File: src/rtl/esq_pkg.sv
// Shared constants and types for the erase sequencer.
package esq_pkg;
    localparam logic [7:0] OP_BLOCK_ERASE = 8'h50;
    localparam logic [7:0] OP_PAGE_ERASE  = 8'h81;
    localparam logic [7:0] OP_STATUS      = 8'hD7;
    localparam logic [7:0] FILLER_BYTE    = 8'h00;
    localparam logic [7:0] READY_MASK     = 8'h80;
    localparam int         BLOCK_PAGES    = 8;
    localparam int         FRAME_BYTES    = 4;

    typedef enum logic [2:0] {
        ST_IDLE,
        ST_CMD,
        ST_WAIT,
        ST_STAT,
        ST_NEXT
    } esq_state_t;
endpackage

File: src/rtl/esq_req_check.sv
// Request validation: checks page alignment of start and length and the
// device bound, and converts both to page units.
// Assumes PAGE_BYTES*NUM_PAGES fits in ADDR_W bits.
module esq_req_check #(
    parameter int ADDR_W     = 24,
    parameter int PAGE_BYTES = 264,
    parameter int NUM_PAGES  = 512,
    parameter int PAGE_W     = 10
) (
    input  logic [ADDR_W-1:0] start,
    input  logic [ADDR_W-1:0] len,
    output logic              ok,
    output logic [PAGE_W-1:0] first_page,
    output logic [PAGE_W-1:0] page_count
);
    localparam logic [ADDR_W-1:0] PB_V      = ADDR_W'(PAGE_BYTES);
    localparam logic [ADDR_W:0]   DEV_BYTES = (ADDR_W+1)'(PAGE_BYTES * NUM_PAGES);

    logic [ADDR_W:0]   end_addr;
    logic [ADDR_W-1:0] start_q, len_q;

    // Bound, alignment and page conversion.
    always_comb begin
        end_addr   = {1'b0, start} + {1'b0, len};
        start_q    = start / PB_V;
        len_q      = len / PB_V;
        first_page = PAGE_W'(start_q);
        page_count = PAGE_W'(len_q);
        ok         = ((start % PB_V) == '0) && ((len % PB_V) == '0)
                     && (end_addr <= DEV_BYTES);
    end
endmodule

File: src/rtl/esq_step_plan.sv
// Step planner: chooses page or block erase for the current position and
// builds the four-byte erase frame. Assumes PAGE_SHIFT >= 8, so the low
// address byte of a page-aligned address is always zero.
module esq_step_plan
    import esq_pkg::*;
#(
    parameter int PAGE_W     = 10,
    parameter int PAGE_SHIFT = 9
) (
    input  logic [PAGE_W-1:0]            page,
    input  logic [PAGE_W-1:0]            left,
    output logic                         is_block,
    output logic [PAGE_W-1:0]            step,
    output logic [FRAME_BYTES-1:0][7:0]  frame
);
    localparam int HI_SHIFT = PAGE_SHIFT - 8;

    logic [15:0] addr_hi;

    // Opcode choice, step size and frame layout.
    always_comb begin
        is_block = (page[2:0] == 3'b000) && (left >= PAGE_W'(BLOCK_PAGES));
        step     = is_block ? PAGE_W'(BLOCK_PAGES) : PAGE_W'(1);
        addr_hi  = 16'(page) << HI_SHIFT;
        frame[0] = is_block ? OP_BLOCK_ERASE : OP_PAGE_ERASE;
        frame[1] = addr_hi[15:8];
        frame[2] = addr_hi[7:0];
        frame[3] = 8'h00;
    end
endmodule

File: src/rtl/esq_gap_timer.sv
// Poll spacing timer: loads the programmed gap and counts down to zero.
module esq_gap_timer #(
    parameter int GAP_W = 4
) (
    input  logic             clk,
    input  logic             rst_n,
    input  logic             load,
    input  logic             run,
    input  logic [GAP_W-1:0] gap,
    output logic             expired
);
    logic [GAP_W-1:0] cnt_q;

    // Countdown register.
    always_ff @(posedge clk) begin
        if (!rst_n)                    cnt_q <= '0;
        else if (load)                 cnt_q <= gap;
        else if (run && cnt_q != '0)   cnt_q <= cnt_q - 1'b1;
    end

    assign expired = (cnt_q == '0);
endmodule

File: src/rtl/flash_erase_seq.sv
// Erase sequencer top: accepts a request, then loops over
// erase frame -> gap -> status poll until the range is erased.
// Assumes the byte port completes a byte in the cycle xfer_ack is high
// while xfer_req is high, and that poll_gap is held stable during a run.
module flash_erase_seq
    import esq_pkg::*;
#(
    parameter int ADDR_W     = 24,
    parameter int PAGE_BYTES = 264,
    parameter int NUM_PAGES  = 512,
    parameter int PAGE_SHIFT = 9,
    parameter int GAP_W      = 4,
    parameter int PAGE_W     = $clog2(NUM_PAGES + 1)
) (
    input  logic              clk,
    input  logic              rst_n,
    input  logic              req_valid,
    input  logic [ADDR_W-1:0] req_start,
    input  logic [ADDR_W-1:0] req_len,
    input  logic [GAP_W-1:0]  poll_gap,
    output logic              busy,
    output logic              done,
    output logic              err,
    output logic [PAGE_W-1:0] pages_left,
    output logic [PAGE_W-1:0] cur_page,
    output logic              cs_n,
    output logic              xfer_req,
    output logic [7:0]        xfer_tx,
    input  logic              xfer_ack,
    input  logic [7:0]        xfer_rx
);
    esq_state_t                  state_q;
    logic [1:0]                  bidx_q;
    logic [PAGE_W-1:0]           page_q, left_q;
    logic                        done_q, err_q;

    logic                        req_ok;
    logic [PAGE_W-1:0]           req_page, req_cnt;
    logic                        step_block;
    logic [PAGE_W-1:0]           step_size;
    logic [FRAME_BYTES-1:0][7:0] frame;
    logic                        gap_load, gap_done, dev_ready;
    logic                        last_cmd_byte, last_stat_byte;

    esq_req_check #(
        .ADDR_W(ADDR_W), .PAGE_BYTES(PAGE_BYTES),
        .NUM_PAGES(NUM_PAGES), .PAGE_W(PAGE_W)
    ) u_check (
        .start(req_start), .len(req_len), .ok(req_ok),
        .first_page(req_page), .page_count(req_cnt)
    );

    esq_step_plan #(
        .PAGE_W(PAGE_W), .PAGE_SHIFT(PAGE_SHIFT)
    ) u_plan (
        .page(page_q), .left(left_q), .is_block(step_block),
        .step(step_size), .frame(frame)
    );

    esq_gap_timer #(
        .GAP_W(GAP_W)
    ) u_gap (
        .clk(clk), .rst_n(rst_n), .load(gap_load),
        .run(state_q == ST_WAIT), .gap(poll_gap), .expired(gap_done)
    );

    // Byte-completion events and the ready bit of the polled status.
    always_comb begin
        dev_ready      = |(xfer_rx & READY_MASK);
        last_cmd_byte  = (state_q == ST_CMD)  && xfer_ack && (bidx_q == 2'(FRAME_BYTES - 1));
        last_stat_byte = (state_q == ST_STAT) && xfer_ack && (bidx_q == 2'd1);
        gap_load       = last_cmd_byte || (last_stat_byte && !dev_ready);
    end

    // Main sequencing state machine.
    always_ff @(posedge clk) begin
        if (!rst_n) begin
            state_q <= ST_IDLE;
            bidx_q  <= '0;
            page_q  <= '0;
            left_q  <= '0;
            done_q  <= 1'b0;
            err_q   <= 1'b0;
        end else begin
            done_q <= 1'b0;
            err_q  <= 1'b0;
            case (state_q)
                ST_IDLE: begin
                    if (req_valid) begin
                        if (!req_ok) begin
                            err_q <= 1'b1;
                        end else if (req_cnt == '0) begin
                            done_q <= 1'b1;
                        end else begin
                            page_q  <= req_page;
                            left_q  <= req_cnt;
                            bidx_q  <= '0;
                            state_q <= ST_CMD;
                        end
                    end
                end
                ST_CMD: begin
                    if (xfer_ack) begin
                        bidx_q <= bidx_q + 1'b1;
                        if (last_cmd_byte) state_q <= ST_WAIT;
                    end
                end
                ST_WAIT: begin
                    if (gap_done) begin
                        bidx_q  <= '0;
                        state_q <= ST_STAT;
                    end
                end
                ST_STAT: begin
                    if (xfer_ack) begin
                        if (last_stat_byte) begin
                            bidx_q  <= '0;
                            state_q <= dev_ready ? ST_NEXT : ST_WAIT;
                        end else begin
                            bidx_q <= 2'd1;
                        end
                    end
                end
                ST_NEXT: begin
                    page_q <= page_q + step_size;
                    left_q <= left_q - step_size;
                    bidx_q <= '0;
                    if (left_q == step_size) begin
                        done_q  <= 1'b1;
                        state_q <= ST_IDLE;
                    end else begin
                        state_q <= ST_CMD;
                    end
                end
                default: state_q <= ST_IDLE;
            endcase
        end
    end

    // Port drive: select active only inside frames, byte chosen by index.
    always_comb begin
        xfer_req = (state_q == ST_CMD) || (state_q == ST_STAT);
        cs_n     = !xfer_req;
        if (state_q == ST_STAT) xfer_tx = (bidx_q == 2'd0) ? OP_STATUS : FILLER_BYTE;
        else                    xfer_tx = frame[bidx_q];
        busy       = (state_q != ST_IDLE);
        done       = done_q;
        err        = err_q;
        pages_left = left_q;
        cur_page   = page_q;
    end
endmodule

File: config.mk
export PLATFORM = sky130hd
export DESIGN_NAME = flash_erase_seq
export DESIGN_NICKNAME = d
export VERILOG_FILES = /design/src/rtl/esq_pkg.sv /design/src/rtl/esq_req_check.sv /design/src/rtl/esq_step_plan.sv /design/src/rtl/esq_gap_timer.sv /design/src/rtl/flash_erase_seq.sv
export SDC_FILE = /design/constraint.sdc
export NUM_CORES = 1
export LEC_CHECK = 0
export BUFFER_PORTS_ARGS = -buffer_cell sky130_fd_sc_hd__buf_2
export CORE_MARGIN = 2
export CORE_UTILIZATION = 61
export DETAILED_ROUTE_END_ITERATION = 10
export MAX_ROUTING_LAYER = met4
export PLACE_DENSITY_LB_ADDON = 0.3
export REMOVE_ABC_BUFFERS = 1
export SKIP_LAST_GASP = 1
export SLEW_MARGIN = 30
export SYNTH_ARGS = -nofsm -noshare
export SYNTH_HDL_FRONTEND = slang
export SYNTH_SLANG_ARGS = --single-unit
File: constraint.sdc
create_clock -name clk -period 15 [get_ports clk]
set_clock_uncertainty 0.1 [all_clocks]
set_input_delay 0.75 -clock clk [delete_from_list [all_inputs] [get_ports clk]]
set_output_delay 0.75 -clock clk [all_outputs]
set_load 0.02 [all_outputs]
==> flow_summary.json, run 1 <==
{
  "ant_nets": 0,
  "min_period_ps": 12910,
  "die_w_um": 133,
  "ff2ff_setup_slack_ps": 11260,
  "whs_ps": 402,
  "syn_avg_cell_area_um2": 7.03,
  "die_y_um": 133,
  "seqPwrFrac_pct": 5.1,
  "drv_slew": 0,
  "synth_common_cells": "113 x nor2_1, 110 x nand2_1, 91 x o21ai_0",
  "vias_per_cell": 7.01,
  "p_int_mw": 0.686,
  "p_leak_nw": 4.24,
  "synth_most_common_cell": "nor2_1",
  "ctsHtreeMaxLevel": 2,
  "fillers": 1510,
  "multi_input_area_um2": 9040,
  "first_iter_violations": 1141,
  "cts-buffers-inserted": 5,
  "status": "complete, no violations",
  "start_util_pct": 61.7,
  "totalNegativeSetupSlack_ps": 0,
  "hold_path.class": "register to register",
  "end_kind": "register",
  "r2r_start": "pages_left[7]",
  "synth_edf_count": 0,
  "worstMarginPinSlew_ps": 878,
  "synth.top_cells.by_area": "dfxtp_1 6.1%, o21ai_0 4.5%, a21oi_1 4.3%, ha_1 4.2%, nor2_1 4.2%",
  "grt_pass1_wl_um": 49300,
  "worstHoldStart": "pages_left[0]",
  "power_frac_clock_pct": 6.7,
  "worstRegToRegCells": 11,
  "cts_hold_buf": 0,
  "first_global_vias": 10682,
  "portBuffers": 89,
  "ys_ff_latch": 31,
  "die_area_um2": 17600,
  "post_cts_resized": 0,
  "clock.fmax_mhz": 77.4,
  "hpwl_um": 22700,
  "grt_max_degree": 26,
  "yosys.area.top_type_share_pct": 6.13,
  "coreArea_um2": 16400,
  "ys_warn_count": 0,
  "max-cap-violations": 0,
  "diodes": 0,
  "cellPowerDensity_nw_per_um2": 151,
  "rsz0062_at_grt": "no",
  "synthArstFlopShare_pct": 0,
  "gp_congestion": 1.01,
  "seq_area_frac_synth_pct": 6.13,
  "vias": 11944,
  "synth.cell_area_um2": 10100,
  "grt_use_total_pct": 32.9,
  "criticalPathCategory": "primary input to register",
  "reg2reg_to": "pages_left[7]",
  "synth_cells": 1440,
  "drt-total-wl_um": 29900,
  "synthFlopType": "dfxtp_1",
  "max-slew-margin-rel_pct": 39.9,
  "hold_depth": 2,
  "start_kind": "primary input",
  "grt-ovfl-total": 0,
  "period_share_pct": 86.1,
  "fin_nets": 1582,
  "row_count": 47,
  "clkTransAtPathRegs_ps": 50,
  "p_sw_share_pct": 57.8,
  "p_sw_mw": 0.940,
  "syn_to_final_growth_pct": 6.37,
  "post-cts-setup-buffers": 0,
  "ir_drop_mv": 0.0968,
  "place_area_um2": 10600,
  "required_ps": 15020,
  "io_pins": 97,
  "fin_area_um2": 10800,
  "insertion_delay_ps": 280,
  "slowest_stage": "or4_1",
  "hold_viol_final": 0,
  "yosysUniqueCellTypes": 130,
  "drc": 0,
  "post-route-util_pct": 65.6,
  "drtPass1Iterations": 6,
  "cts_tree": "done",
  "cpPeakStageDelay_ps": 690,
  "finalSetupViolations": 0,
  "comb_power_share_pct": 88.3,
  "antenna_found_initial": 0,
  "yosys.area.top_type": "dfxtp_1",
  "regArea_um2": 621,
  "drive_gt1_share_pct": 14.7,
  "cts_root_buf": "clkbuf_16",
  "cp_max_fo": 17,
  "cts_buffer_depth": 2,
  "routedWlPerCell_um": 17.5,
  "cp.arrival_ps": 12940,
  "clock-sinks": 31,
  "min_to": "pages_left[0]"
}
layer usage:
layer / wire length [um] / vias up / part of all wire [%] / track usage [%]
met4: 590 / 0 / 2.0 / 8.42
met2: 13700 / 565 / 46 / 53.7
met5: 0 / - / 0 / -
li1: - / 5786 / - / -
met1: 13300 / 5527 / 44 / 44.2
met3: 2340 / 66 / 7.8 / 2.30
final cells by class:
| class | instances | area share [%] |
|---|---|---|
| tap | 220 | 2.56 |
| sequential | 31 | 5.76 |
| timing repair buffer | 90 | 4.21 |
| clock buffer | 8 | 1.45 |
| inverter | 59 | 2.06 |
| multi-input combinational | 1296 | 84.0 |
power by group through the flow:
stage | combinational (mW) | clock (mW) | sequential [mW]
after floorplan | 1.11 | 0 | 0.0845
after global placement | 1.36 | 0 | 0.0843
after detailed placement | 1.38 | 0 | 0.0843
after CTS | 1.39 | 0.108 | 0.0826
after global routing | 1.56 | 0.112 | 0.0825
final | 1.44 | 0.108 | 0.0826
through the flow:
step,power [mW],setup slack [ps],instances
finish,1.63,2090,1704
global route,1.75,1170,1704
CTS,1.58,2320,1704
detailed placement,1.47,2090,1696
global placement,1.44,2040,1696
floorplan,1.20,3840,1386
cells by family after synthesis:
group,Yosys count,share of synthesized area [%]
fa+ha+maj,40,4.91
mux,34,3.56
compound gates,588,44.3
simple gates,585,31.7
buf+inv,113,4.81
xor+xnor,49,4.61
flops,31,6.13
state kept, by name, summed over array words and instances (netlist names):
name / count
state_q: 3
bidx_q: 2
pages_left: 10
u_gap.cnt_q: 4
cur_page: 10
done: 1
err: 1
layout by cell type, fill, tap and decap left out, types with 21 or more instances in the layout:
| cell type | n |
|---|---|
| and2_1 | 26 |
| o22ai_1 | 22 |
| nor2_1 | 113 |
| or3_1 | 21 |
| nand2_1 | 110 |
| nand2b_1 | 25 |
| inv_1 | 58 |
| a21o_1 | 27 |
| a21oi_1 | 86 |
| nor3_1 | 63 |
| o21ai_0 | 91 |
| o211ai_1 | 22 |
| dfxtp_1 | 31 |
| xnor2_1 | 34 |
| a31oi_1 | 26 |
| buf_2 | 89 |
| mux2i_1 | 25 |
| and3_1 | 25 |
| nand3_1 | 41 |
| a211oi_1 | 24 |
| ha_1 | 34 |
| o21a_1 | 23 |
worst max path at each step:
| stage | startpoint | to | slack (ps) | cells past startpoint |
|---|---|---|---|---|
| floorplan | req_len[17] | pages_left[8] | 3840 | 34 |
| global placement | req_len[17] | pages_left[8] | 2040 | 35 |
| detailed placement | req_start[19] | pages_left[8] | 2090 | 35 |
| CTS | req_start[19] | pages_left[8] | 2320 | 35 |
| global route | req_start[23] | pages_left[8] | 1170 | 35 |
| finish | req_start[19] | pages_left[8] | 2090 | 35 |
worst max-delay path: cells and delay by family:
family	cells	cell delay [ps]
multiplexers	3	1050
AND/OR/NAND/NOR	17	6170
XOR/XNOR	2	920
AO/OA/AOI/OAI	12	3830
buffers and inverters	1	180
Power figures use the tool's default switching activity.
==> run 2, diff against run 1 <==
CORE_UTILIZATION = 57   (was 61)
clock period = 11.7 ns   (was 15 ns; I/O delays follow)
==> flow_summary.json, run 2 (synthesis results as in run 1) <==
{
  "start_util_pct": 58.3,
  "cp_max_fo": 14,
  "cts_root_buf": "clkbuf_16",
  "criticalPathCategory": "primary input to register",
  "hold_viol_final": 0,
  "grt_use_total_pct": 32.3,
  "cts_hold_buf": 0,
  "drtPass1Iterations": 5,
  "clock-sinks": 31,
  "totalNegativeSetupSlack_ps": 0,
  "finalSetupViolations": 0,
  "min_period_ps": 11220,
  "hpwl_um": 23700,
  "fillers": 1549,
  "grt_most_used_layer": "met2",
  "cts_tree": "done",
  "cp.arrival_ps": 11310,
  "period_share_pct": 95.9,
  "max-cap-violations": 0,
  "fin_nets": 1638,
  "grt_util_met1_pct": 42.7,
  "insertion_delay_ps": 280,
  "p_leak_nw": 4.57,
  "vias_per_cell": 6.94,
  "cpPeakStageDelay_ps": 570,
  "routedWlPerCell_um": 17.8,
  "grt_pass1_wl_um": 50300,
  "post-route-util_pct": 66.1,
  "start_kind": "primary input",
  "cellPowerDensity_nw_per_um2": 201,
  "max-slew-margin-rel_pct": 31.6,
  "syn_to_final_growth_pct": 13.3,
  "cts_buffer_depth": 2,
  "met2_usage_pct": 53.4,
  "cts-buffers-inserted": 5,
  "end_kind": "register",
  "clock.fmax_mhz": 89.1,
  "met3_usage_pct": 2.39,
  "drt-total-wl_um": 31400,
  "place_area_um2": 11000,
  "die_area_um2": 18800,
  "status": "complete, no violations",
  "grt_max_degree": 26,
  "portBuffers": 89,
  "first_iter_violations": 1101,
  "io_pins": 97,
  "antenna_found_initial": 1,
  "layout_common_cells": "111 x nor2_1, 110 x nand2_1, 89 x o21ai_0, 89 x buf_2, 84 x a21oi_1",
  "required_ps": 11790,
  "power_mw": 2.31,
  "first_global_vias": 10806,
  "clkTransAtPathRegs_ps": 50,
  "vias": 12258,
  "worstMarginPinSlew_ps": 1020,
  "hold_path.class": "register to register",
  "die_w_um": 137,
  "ir_drop_mv": 0.121,
  "final_common_cell": "nor2_1",
  "row_count": 48,
  "grt-ovfl-total": 0,
  "ctsHtreeMaxLevel": 2,
  "cp_common_cell": "or4_1",
  "ant_nets": 0,
  "drc": 0,
  "drive_gt1_share_pct": 19.7,
  "fin_area_um2": 11500,
  "die_y_um": 137,
  "coreArea_um2": 17400,
  "slowest_stage": "or4_1",
  "gp_congestion": 0.975,
  "drv_slew": 0
}
run 2: cell types whose count changed in the layout (fill, tap and decap cells not counted), sizes merged:
cell	delta
buf	+56
clkbuf	-2
bufinv	+1
clkinv	+1
diode	+1
run 2: layout make-up:
type / instances / area, um^2 / share of cell area, %
Clock inverter: 2 / 35.0 / 0.305
Inverter: 59 / 221 / 1.93
Sequential cell: 31 / 621 / 5.41
Tap cell: 225 / 282 / 2.45
Antenna cell: 1 / 2.50 / 0.0218
Multi-Input combinational cell: 1296 / 9300 / 81.1
Timing Repair Buffer: 146 / 873 / 7.61
Clock buffer: 6 / 139 / 1.21
run 2: worst paths after layout:
kind            startpoint            end  slack (ps)  cells past startpoint
max reg2reg  pages_left[7]  pages_left[7]        7890                     12
min            cur_page[3]    cur_page[3]         410                      2
min reg2reg    cur_page[3]    cur_page[3]         410                      2
max            req_len[17]    cur_page[5]         480                     36
run 2: power breakdown:
| part | total (mW) | internal, mW | switching, mW |
|---|---|---|---|
| Combinational | 2.05 | 0.825 | 1.22 |
| Clock | 0.154 | 0.106 | 0.0479 |
| Sequential | 0.106 | 0.106 | 0.0000494 |
| Total | 2.31 | 1.04 | 1.27 |
run 2: worst max-delay path: cells and delay by family:
kind                     cells  cell delay [ps]
AO/OA/AOI/OAI               22             6500
adder cells (fa/ha/maj)      1              350
XOR/XNOR                     1              130
buffers and inverters        2              370
AND/OR/NAND/NOR              9             2970
multiplexers                 1              370
run 2: repair_timing:
item	4_1_cts	5_1_grt
resized for setup	0	49
setup buffers	0	6
endpoints found under the setup margin	0	25
hold endpoints to repair	0	0
run 2: metal layers:
metal	vias to the layer above	wire length, um
met1	5693	13500
li1	5901	-
met4	0	581
met2	603	14800
met5	-	0
met3	61	2600
run 2: through the flow:
stage / setup slack (ps) / hold slack, ps / cells
4_1_cts: 406 / 402 / 1759
6_report: 479 / 406 / 1766
3_5_place_dp: 154 / 392 / 1751
2_1_floorplan: 700 / 392 / 1386
3_3_place_gp: 402 / 391 / 1751
5_1_grt: -16.1 / 431 / 1766
==> run 3, diff against run 2 <==
BUFFER_PORTS_ARGS = -buffer_cell sky130_fd_sc_hd__buf_4   (was -buffer_cell sky130_fd_sc_hd__buf_2)
==> flow_summary.json, run 3 (synthesis results as in run 1) <==
{
  "drtPass1Iterations": 7,
  "vias_per_cell": 7.02,
  "cts_hold_buf": 0,
  "placed_cells": 1740,
  "met3_usage_pct": 3.20,
  "fin_ws_ps": 509,
  "reg2reg_to": "pages_left[7]",
  "cp_top_family": "compound AO/OA/AOI/OAI gates",
  "cpPeakStageDelay_ps": 590,
  "required_ps": 11790,
  "row_count": 48,
  "clock-sinks": 31,
  "cellPowerDensity_nw_per_um2": 195,
  "fillers": 1502,
  "finalSetupViolations": 0,
  "drc": 0,
  "drt-total-wl_um": 31400,
  "gp_congestion": 0.992,
  "min_to": "pages_left[0]",
  "vias": 12303,
  "syn_to_final_growth_pct": 13.5,
  "grt_pass1_wl_um": 51300,
  "worstMarginPinSlew_ps": 908,
  "max-slew-margin-rel_pct": 37.9,
  "layout_common_cells": "134 x buf_4, 113 x nor2_1, 110 x nand2_1",
  "start_util_pct": 58.3,
  "cp.arrival_ps": 11280,
  "dp_slack_ps": 207,
  "grt-ovfl-total": 0,
  "routedWlPerCell_um": 17.9,
  "portBuffers": 89,
  "insertion_delay_ps": 280,
  "ant_nets": 0,
  "status": "complete, no violations",
  "drive_gt1_share_pct": 18.5,
  "coreArea_um2": 17400,
  "met2_usage_pct": 55.0,
  "criticalPathCategory": "primary input to register",
  "critPathBufInv": 1,
  "r2r_start": "pages_left[7]",
  "grt_use_total_pct": 32.7,
  "cts_tree": "done",
  "min_period_ps": 11190,
  "p_leak_nw": 4.54,
  "die_area_um2": 18800,
  "ir_drop_mv": 0.126,
  "die_y_um": 137,
  "end_kind": "register",
  "io_pins": 97,
  "diodes": 0,
  "period_share_pct": 95.6,
  "slowest_stage": "or4_1",
  "cts_buffer_depth": 2,
  "clock.fmax_mhz": 89.4,
  "cp_max_fo": 14,
  "die_w_um": 137,
  "max-cap-violations": 0,
  "drv_slew": 0,
  "hpwl_um": 23900,
  "first_iter_violations": 1149,
  "grt_most_used_layer": "met2",
  "cts-buffers-inserted": 5,
  "ctsHtreeMaxLevel": 2,
  "stdcell_count": 1753,
  "first_global_vias": 11000,
  "ff2ff_setup_slack_ps": 7880,
  "fin_nets": 1626,
  "worstHoldStart": "pages_left[0]",
  "hold_viol_final": 0,
  "worstRegToRegCells": 12,
  "antenna_found_initial": 0,
  "grt_max_degree": 26,
  "clkTransAtPathRegs_ps": 60,
  "final_common_cell": "buf_4",
  "hold_depth": 2,
  "hold_path.class": "register to register",
  "grt_util_met1_pct": 42.4,
  "start_kind": "primary input",
  "cts_root_buf": "clkbuf_16"
}
-- run 3: metrics by stage --
step | total power [mW] | setup TNS (ps) | util (%) | hold slack (ps) | instance area (um^2)
3_5_place_dp | 1.99 | 0 | 64.1 | 393 | 11100
5_1_grt | 2.42 | -39.8 | 66.2 | 445 | 11500
6_report | 2.24 | 0 | 66.2 | 412 | 11500
3_3_place_gp | 1.95 | 0 | 64.0 | 393 | 11100
2_1_floorplan | 1.54 | 0 | - | 392 | 9860
4_1_cts | 2.16 | 0 | 65.1 | 417 | 11300
-- run 3: final cells by class --
type	instances	area [um^2]	area share, %
Tap cell	225	282	2.45
Sequential cell	31	621	5.40
Timing Repair Buffer	134	1010	8.76
Multi-Input combinational cell	1296	9180	79.9
Clock buffer	6	139	1.21
Clock inverter	2	35.0	0.305
Inverter	59	221	1.93
-- run 3: metal layers --
metal  wire (um)  vias up
met3        2510       92
met1       13400     5731
li1            -     5877
met2       14800      603
met5           0        -
met4         715        0
-- run 3: where the power goes --
part           switching (mW)  internal (mW)  total [mW]  leakage (nW)
clock network          0.0468          0.106       0.153        0.0868
logic                    1.19          0.790        1.98          4.20
registers           0.0000762          0.106       0.106         0.250
-- run 3: repair_timing --
item                                    4_1_cts  5_1_grt
setup buffers                                 0        5
gates resized for setup                       0       29
endpoints found under the setup margin        0       25
-- run 3: worst max-delay path by stage --
| stage | slack (ps) | to | startpoint | depth (start not counted) |
|---|---|---|---|---|
| floorplan | 700 | pages_left[8] | req_len[17] | 34 |
| global placement | 420 | cur_page[5] | req_start[19] | 34 |
| detailed placement | 210 | cur_page[5] | req_start[19] | 34 |
| CTS | 440 | cur_page[5] | req_start[19] | 34 |
| global route | -30 | pages_left[8] | req_len[17] | 37 |
| finish | 510 | cur_page[5] | req_len[17] | 35 |
-- run 3: tightest hold or removal path, delay by kind of cell (launching register included) --
kind	cells	cell delay, ps
flops	1	310
compound gates	1	80
buf+inv	1	70
